<file path="config.mk">
export PLATFORM = sky130hd
export DESIGN_NAME = ptx_slot_mgr
export DESIGN_NICKNAME = d
export VERILOG_FILES = /design/src/rtl/ptx_slot_mgr.sv
export SDC_FILE = /design/constraint.sdc
export NUM_CORES = 1
export LEC_CHECK = 0
export ABC_AREA = 0
export CORE_MARGIN = 8
export CORE_UTILIZATION = 53
export CTS_CLUSTER_DIAMETER = 150
export DETAILED_ROUTE_END_ITERATION = 12
export PLACE_DENSITY_LB_ADDON = 0.2
export SLEW_MARGIN = 25
export SYNTH_ARGS = -nofsm -noshare
export SYNTH_HDL_FRONTEND = slang
export SYNTH_SLANG_ARGS = --single-unit
export TNS_END_PERCENT = 20
</file>
<file path="constraint.sdc">
create_clock -name clk -period 13.27 [get_ports clk]
set_clock_uncertainty 0.05 [all_clocks]
set_input_delay 2.654 -clock clk [delete_from_list [all_inputs] [get_ports clk]]
set_output_delay 2.654 -clock clk [all_outputs]
set_load 0.05 [all_outputs]
</file>
<file path="src/rtl/ptx_slot_mgr.sv">
module ptx_slot_mgr #(
  parameter int TIMER_W = 10,
  parameter int TAG_W   = 4
) (
  input  logic               clk,
  input  logic               rst_n,
  input  logic               ctrl_reset,
  input  logic               uframe_start,
  input  logic [TIMER_W-1:0] cutoff,
  input  logic               load_valid,
  input  logic [TAG_W-1:0]   load_tag,
  input  logic               post_done,
  input  logic               late_fail,
  input  logic               hb_timeout,
  input  logic               host_err,
  output logic               slot_avail,
  output logic               fetch_en,
  output logic [1:0]         occupancy,
  output logic [TAG_W-1:0]   head_tag,
  output logic               host_locked
);

  logic [1:0]         vld;
  logic [TAG_W-1:0]   tag0, tag1;
  logic               frm0, frm1, cur_frm;
  logic [TIMER_W-1:0] tmr;
  logic               err_q;

  logic               blocked, take;
  logic [2:0]         held, sum, rel, remain;
  logic [TAG_W-1:0]   n_tag0, n_tag1;
  logic               n_frm0, n_frm1;
  logic [1:0]         n_vld;

  assign held        = {2'b0, vld[0]} + {2'b0, vld[1]};
  assign blocked     = err_q | host_err;
  assign occupancy   = held[1:0];
  assign slot_avail  = held < 3'd2;
  assign head_tag    = tag0;
  assign host_locked = err_q;
  assign fetch_en    = !err_q && !(tmr > cutoff);

  always_comb begin
    sum = {2'b0, post_done} + {2'b0, hb_timeout} + {2'b0, late_fail}
        + {2'b0, late_fail & vld[1] & (frm1 == frm0)};
    if (blocked)         rel = 3'd0;
    else if (sum > held) rel = held;
    else                 rel = sum;
    remain = held - rel;
    take   = load_valid && !blocked && (remain < 3'd2);

    n_tag0 = (rel == 3'd0) ? tag0 : tag1;
    n_frm0 = (rel == 3'd0) ? frm0 : frm1;
    n_tag1 = tag1;
    n_frm1 = frm1;
    if (take) begin
      if (remain == 3'd0) begin
        n_tag0 = load_tag;
        n_frm0 = cur_frm;
      end else begin
        n_tag1 = load_tag;
        n_frm1 = cur_frm;
      end
    end
    case (remain + {2'b0, take})
      3'd0:    n_vld = 2'b00;
      3'd1:    n_vld = 2'b01;
      default: n_vld = 2'b11;
    endcase
  end

  always_ff @(posedge clk or negedge rst_n) begin
    if (!rst_n) begin
      vld <= 2'b00; tag0 <= '0; tag1 <= '0; frm0 <= 1'b0; frm1 <= 1'b0;
      cur_frm <= 1'b0; tmr <= '0; err_q <= 1'b0;
    end else if (ctrl_reset) begin
      vld <= 2'b00; tag0 <= '0; tag1 <= '0; frm0 <= 1'b0; frm1 <= 1'b0;
      cur_frm <= 1'b0; tmr <= '0; err_q <= 1'b0;
    end else begin
      vld   <= n_vld;
      tag0  <= n_tag0;
      tag1  <= n_tag1;
      frm0  <= n_frm0;
      frm1  <= n_frm1;
      err_q <= err_q | host_err;
      if (uframe_start) begin
        tmr     <= '0;
        cur_frm <= ~cur_frm;
      end else if (tmr != '1) begin
        tmr <= tmr + 1'b1;
      end
    end
  end


  queue_packed_chk: assert property (@(posedge clk) disable iff (!rst_n)
    vld[1] |-> vld[0]);


  lock_freeze_chk: assert property (@(posedge clk) disable iff (!rst_n)
    (err_q && !ctrl_reset) |=> ($stable(vld) && $stable(tag0) && host_locked));


  lock_no_fetch_chk: assert property (@(posedge clk) disable iff (!rst_n)
    host_locked |-> !fetch_en);


  ctrl_clear_chk: assert property (@(posedge clk) disable iff (!rst_n)
    ctrl_reset |=> (occupancy == 2'd0 && !host_locked && fetch_en));


  frame_reopen_chk: assert property (@(posedge clk) disable iff (!rst_n)
    (uframe_start && !ctrl_reset && !host_err && !err_q) |=> fetch_en);


  post_release_chk: assert property (@(posedge clk) disable iff (!rst_n)
    (post_done && !late_fail && !hb_timeout && !load_valid && !blocked
     && !ctrl_reset && vld == 2'b11) |=> (occupancy == 2'd1 && head_tag == $past(tag1)));

endmodule

</file>
==> run metrics <==
vias per inst=5.99; synth-to-layout area growth=21.4%; asr flop ratio synth=1.00; fmax=0.129 GHz; DR DRC count=0; number of global-route vias before repair=1663; Seq/Total Area, Yosys=0.340; r2r setup slk=8.19 ns; routed len/inst=15.7 um; Power Density=139 nW/um^2; #FFs+latches synth=24; hold path cells=2; CP required=10.57 ns; Synth area leader=dfrtp_1; die area=5430 um^2; total grt overflow=0; Ports=32; largest net degree at the start of global routing=25; most used cell, CP=clkdlybuf4s50_1; core area=3260 um^2; Final Hold Fails=0; R2R Path Start=frm0$_DFF_PN0_; initial antenna violation count=0; Post-synth top cells=inv_1, dfrtp_1, ha_1, nand2_1, nor2_1; critical path peak fanout=3; Die Height=73.7 um; Row Count=21; Skew-Pair Late Insertion Delay=0.31 ns; Worst Tran Pin Value=0.808 ns; pre-CTS setup slack=5.53 ns; Worst Hold End=head_tag[2]$_DFF_PN0_; CP max stage delay=0.83 ns; Worst Hold Launch=tag1[2]$_DFFE_PN0P_; Buf/Inv on CP=3; total length of routed wires=4270 um; final RePlAce weighted congestion=0.896; Post-synth EDFFs=0; most instantiated library cell after synthesis=inv_1; CTS sink cnt=24; RSZ-0062 raised after global routing=false; fillers=289; slack of the critical path=5.54 ns; Synth Warn #=0; synth top area cells=dfrtp_1, ha_1, inv_1; hold buffer count at cts=0; max-slew violation count=0; Detailed Routing Iterations Pass 1=4; synth unique cells=47; static leakage=0.952 nW; FF-to-FF path depth=15; Final Instance Area=2140 um^2; CP Class=input pin to output pin; status=completed; Yosys top cell area share=0.340; DIE WIDTH=73.7 um; Clock Pin Slew Worst Setup and Hold Paths=0.13 ns; clock root cell=clkbuf_4; crit start category=input pin; HP Class=register to register; post_cts resized=0; Crit path depth=7; n_diodes=0; cell area after placement=2120 um^2; hpwl dp=3410 um; Core Util, Final=0.658; IO Port Bufs=31; max-cap check violation count=0; Synth Instances=194; CP endpoint kind=output pin; syn_nets=238; critical path data arrival time=5.03 ns; max_slew headroom=0.457; Final period util=0.583; GRT Total Usage=0.173; final-report setup violation count=0; FF-to-FF End=head_tag[2]$_DFF_PN0_; Main synth FF type=dfrtp_1; initial DRC count=188; setup TNS=0 ns; vias=1629; Final min period=7.73 ns; Synth Area per Inst=9.10 um^2; deepest level of the CTS H-tree=1; post-CTS setup buffer count=0; Clock Tree Buf Depth=2; CP max-delay cell=clkdlybuf4s50_1; CP Cell Sequence=clkdlybuf4s50_1, inv_1, ha_1, a2111oi_0, o21ai_0, o22ai_1, clkdlybuf4s50_1; global-route wire length before repair=7530 um; final net count=272; share of layout cells above drive strength 1=0.0487; cell family with most CP delay=buffers and inverters; VDD IR max=0.0854 mV; Netlist Area Pre-Place=1770 um^2; CTS Buf Count=3; ANT nets after route=0; TritonCTS clock tree=built; starting density of the core=0.542
[worst max-delay path by stage]
stage | start | endpoint | slack, ns
after floorplan | cutoff[9] | fetch_en | 6.31
after global placement | cutoff[9] | fetch_en | 5.64
after detailed placement | cutoff[9] | fetch_en | 5.53
after CTS | cutoff[9] | fetch_en | 5.54
after global routing | cutoff[9] | fetch_en | 5.43
final | cutoff[9] | fetch_en | 5.54
[placed cells by master, fill, tap and decap left out, types with 2 or more instances in the layout]
cell and count:
o31ai_1 2, o221ai_1 5, o211ai_1 2, nand4_1 4, xnor2_1 5, a21boi_0 2, o21ai_0 7, or2_2 2
nor2b_1 3, ha_1 18, nand3_1 2, fa_1 3, dfrtp_1 24, nor2_1 13, and3_1 2, a221oi_1 5
mux2i_1 6, clkdlybuf4s50_1 30, clkbuf_4 3, nand2_1 15, nor3_1 2, a31oi_1 4, a21oi_1 8, inv_1 34
[worst register-to-register path, delay by kind of cell (launching register included)]
kind | cells | cell delay, ns
buffers and inverters | 1 | 0.07
AO/OA/AOI/OAI | 4 | 1.20
AND/OR/NAND/NOR | 4 | 1.08
flip-flops | 1 | 0.43
adder cells (fa/ha/maj) | 4 | 1.58
XOR/XNOR | 1 | 0.22
multiplexers | 1 | 0.34
[where the power goes]
part / internal [W] / leakage [nW] / switching, W / total [W]
sequential: 0.0000835 / 0.327 / 0.00000748 / 0.0000910
combinational: 0.0000697 / 0.611 / 0.000106 / 0.000176
clock: 0.0000106 / 0.0138 / 0.0000216 / 0.0000322
total: 0.000164 / 0.952 / 0.000135 / 0.000299
[final cells by class]
| type | instances | area [um^2] | share of cell area |
|---|---|---|---|
| Multi-Input combinational cell | 134 | 1030 | 0.480 |
| Clock buffer | 3 | 22.5 | 0.0105 |
| Tap cell | 46 | 57.6 | 0.0269 |
| Inverter | 34 | 128 | 0.0595 |
| Timing Repair Buffer | 31 | 305 | 0.142 |
| Sequential cell | 24 | 601 | 0.280 |
[logic make-up after synthesis]
family | after synthesis | synth area share
and+or+nand+nor | 52 | 0.157
AOI/OAI and AO/OA | 48 | 0.194
muxes | 7 | 0.0404
buffers and inverters | 36 | 0.0765
DFF | 24 | 0.340
adders and majority gates | 21 | 0.162
xor gates and xnor gates | 6 | 0.0298
[stage by stage]
stage	hold slack (ns)	power, W	instances
final	0.506	0.000299	272
after global routing	0.537	0.000320	272
after CTS	0.505	0.000300	272
after detailed placement	0.487	0.000267	269
after global placement	0.468	0.000257	269
after floorplan	0.456	0.000216	194
[state kept, by name, summed over array words and instances, names as in the netlist]
name         flops
vld              2
head_tag         4
tmr             10
frm0             1
tag1             4
frm1             1
host_locked      1
cur_frm          1
[routing by layer]
| metal | share of wire | vias to the layer above | global-route usage |
|---|---|---|---|
| li1 | - | 761 | - |
| met1 | 0.43 | 809 | 0.214 |
| met2 | 0.51 | 57 | 0.287 |
| met3 | 0.058 | 2 | 0.0327 |
| met4 | 0.0047 | 0 | 0.0687 |
| met5 | 0 | - | 0 |
No activity file was read; power rests on OpenSTA's default activity.
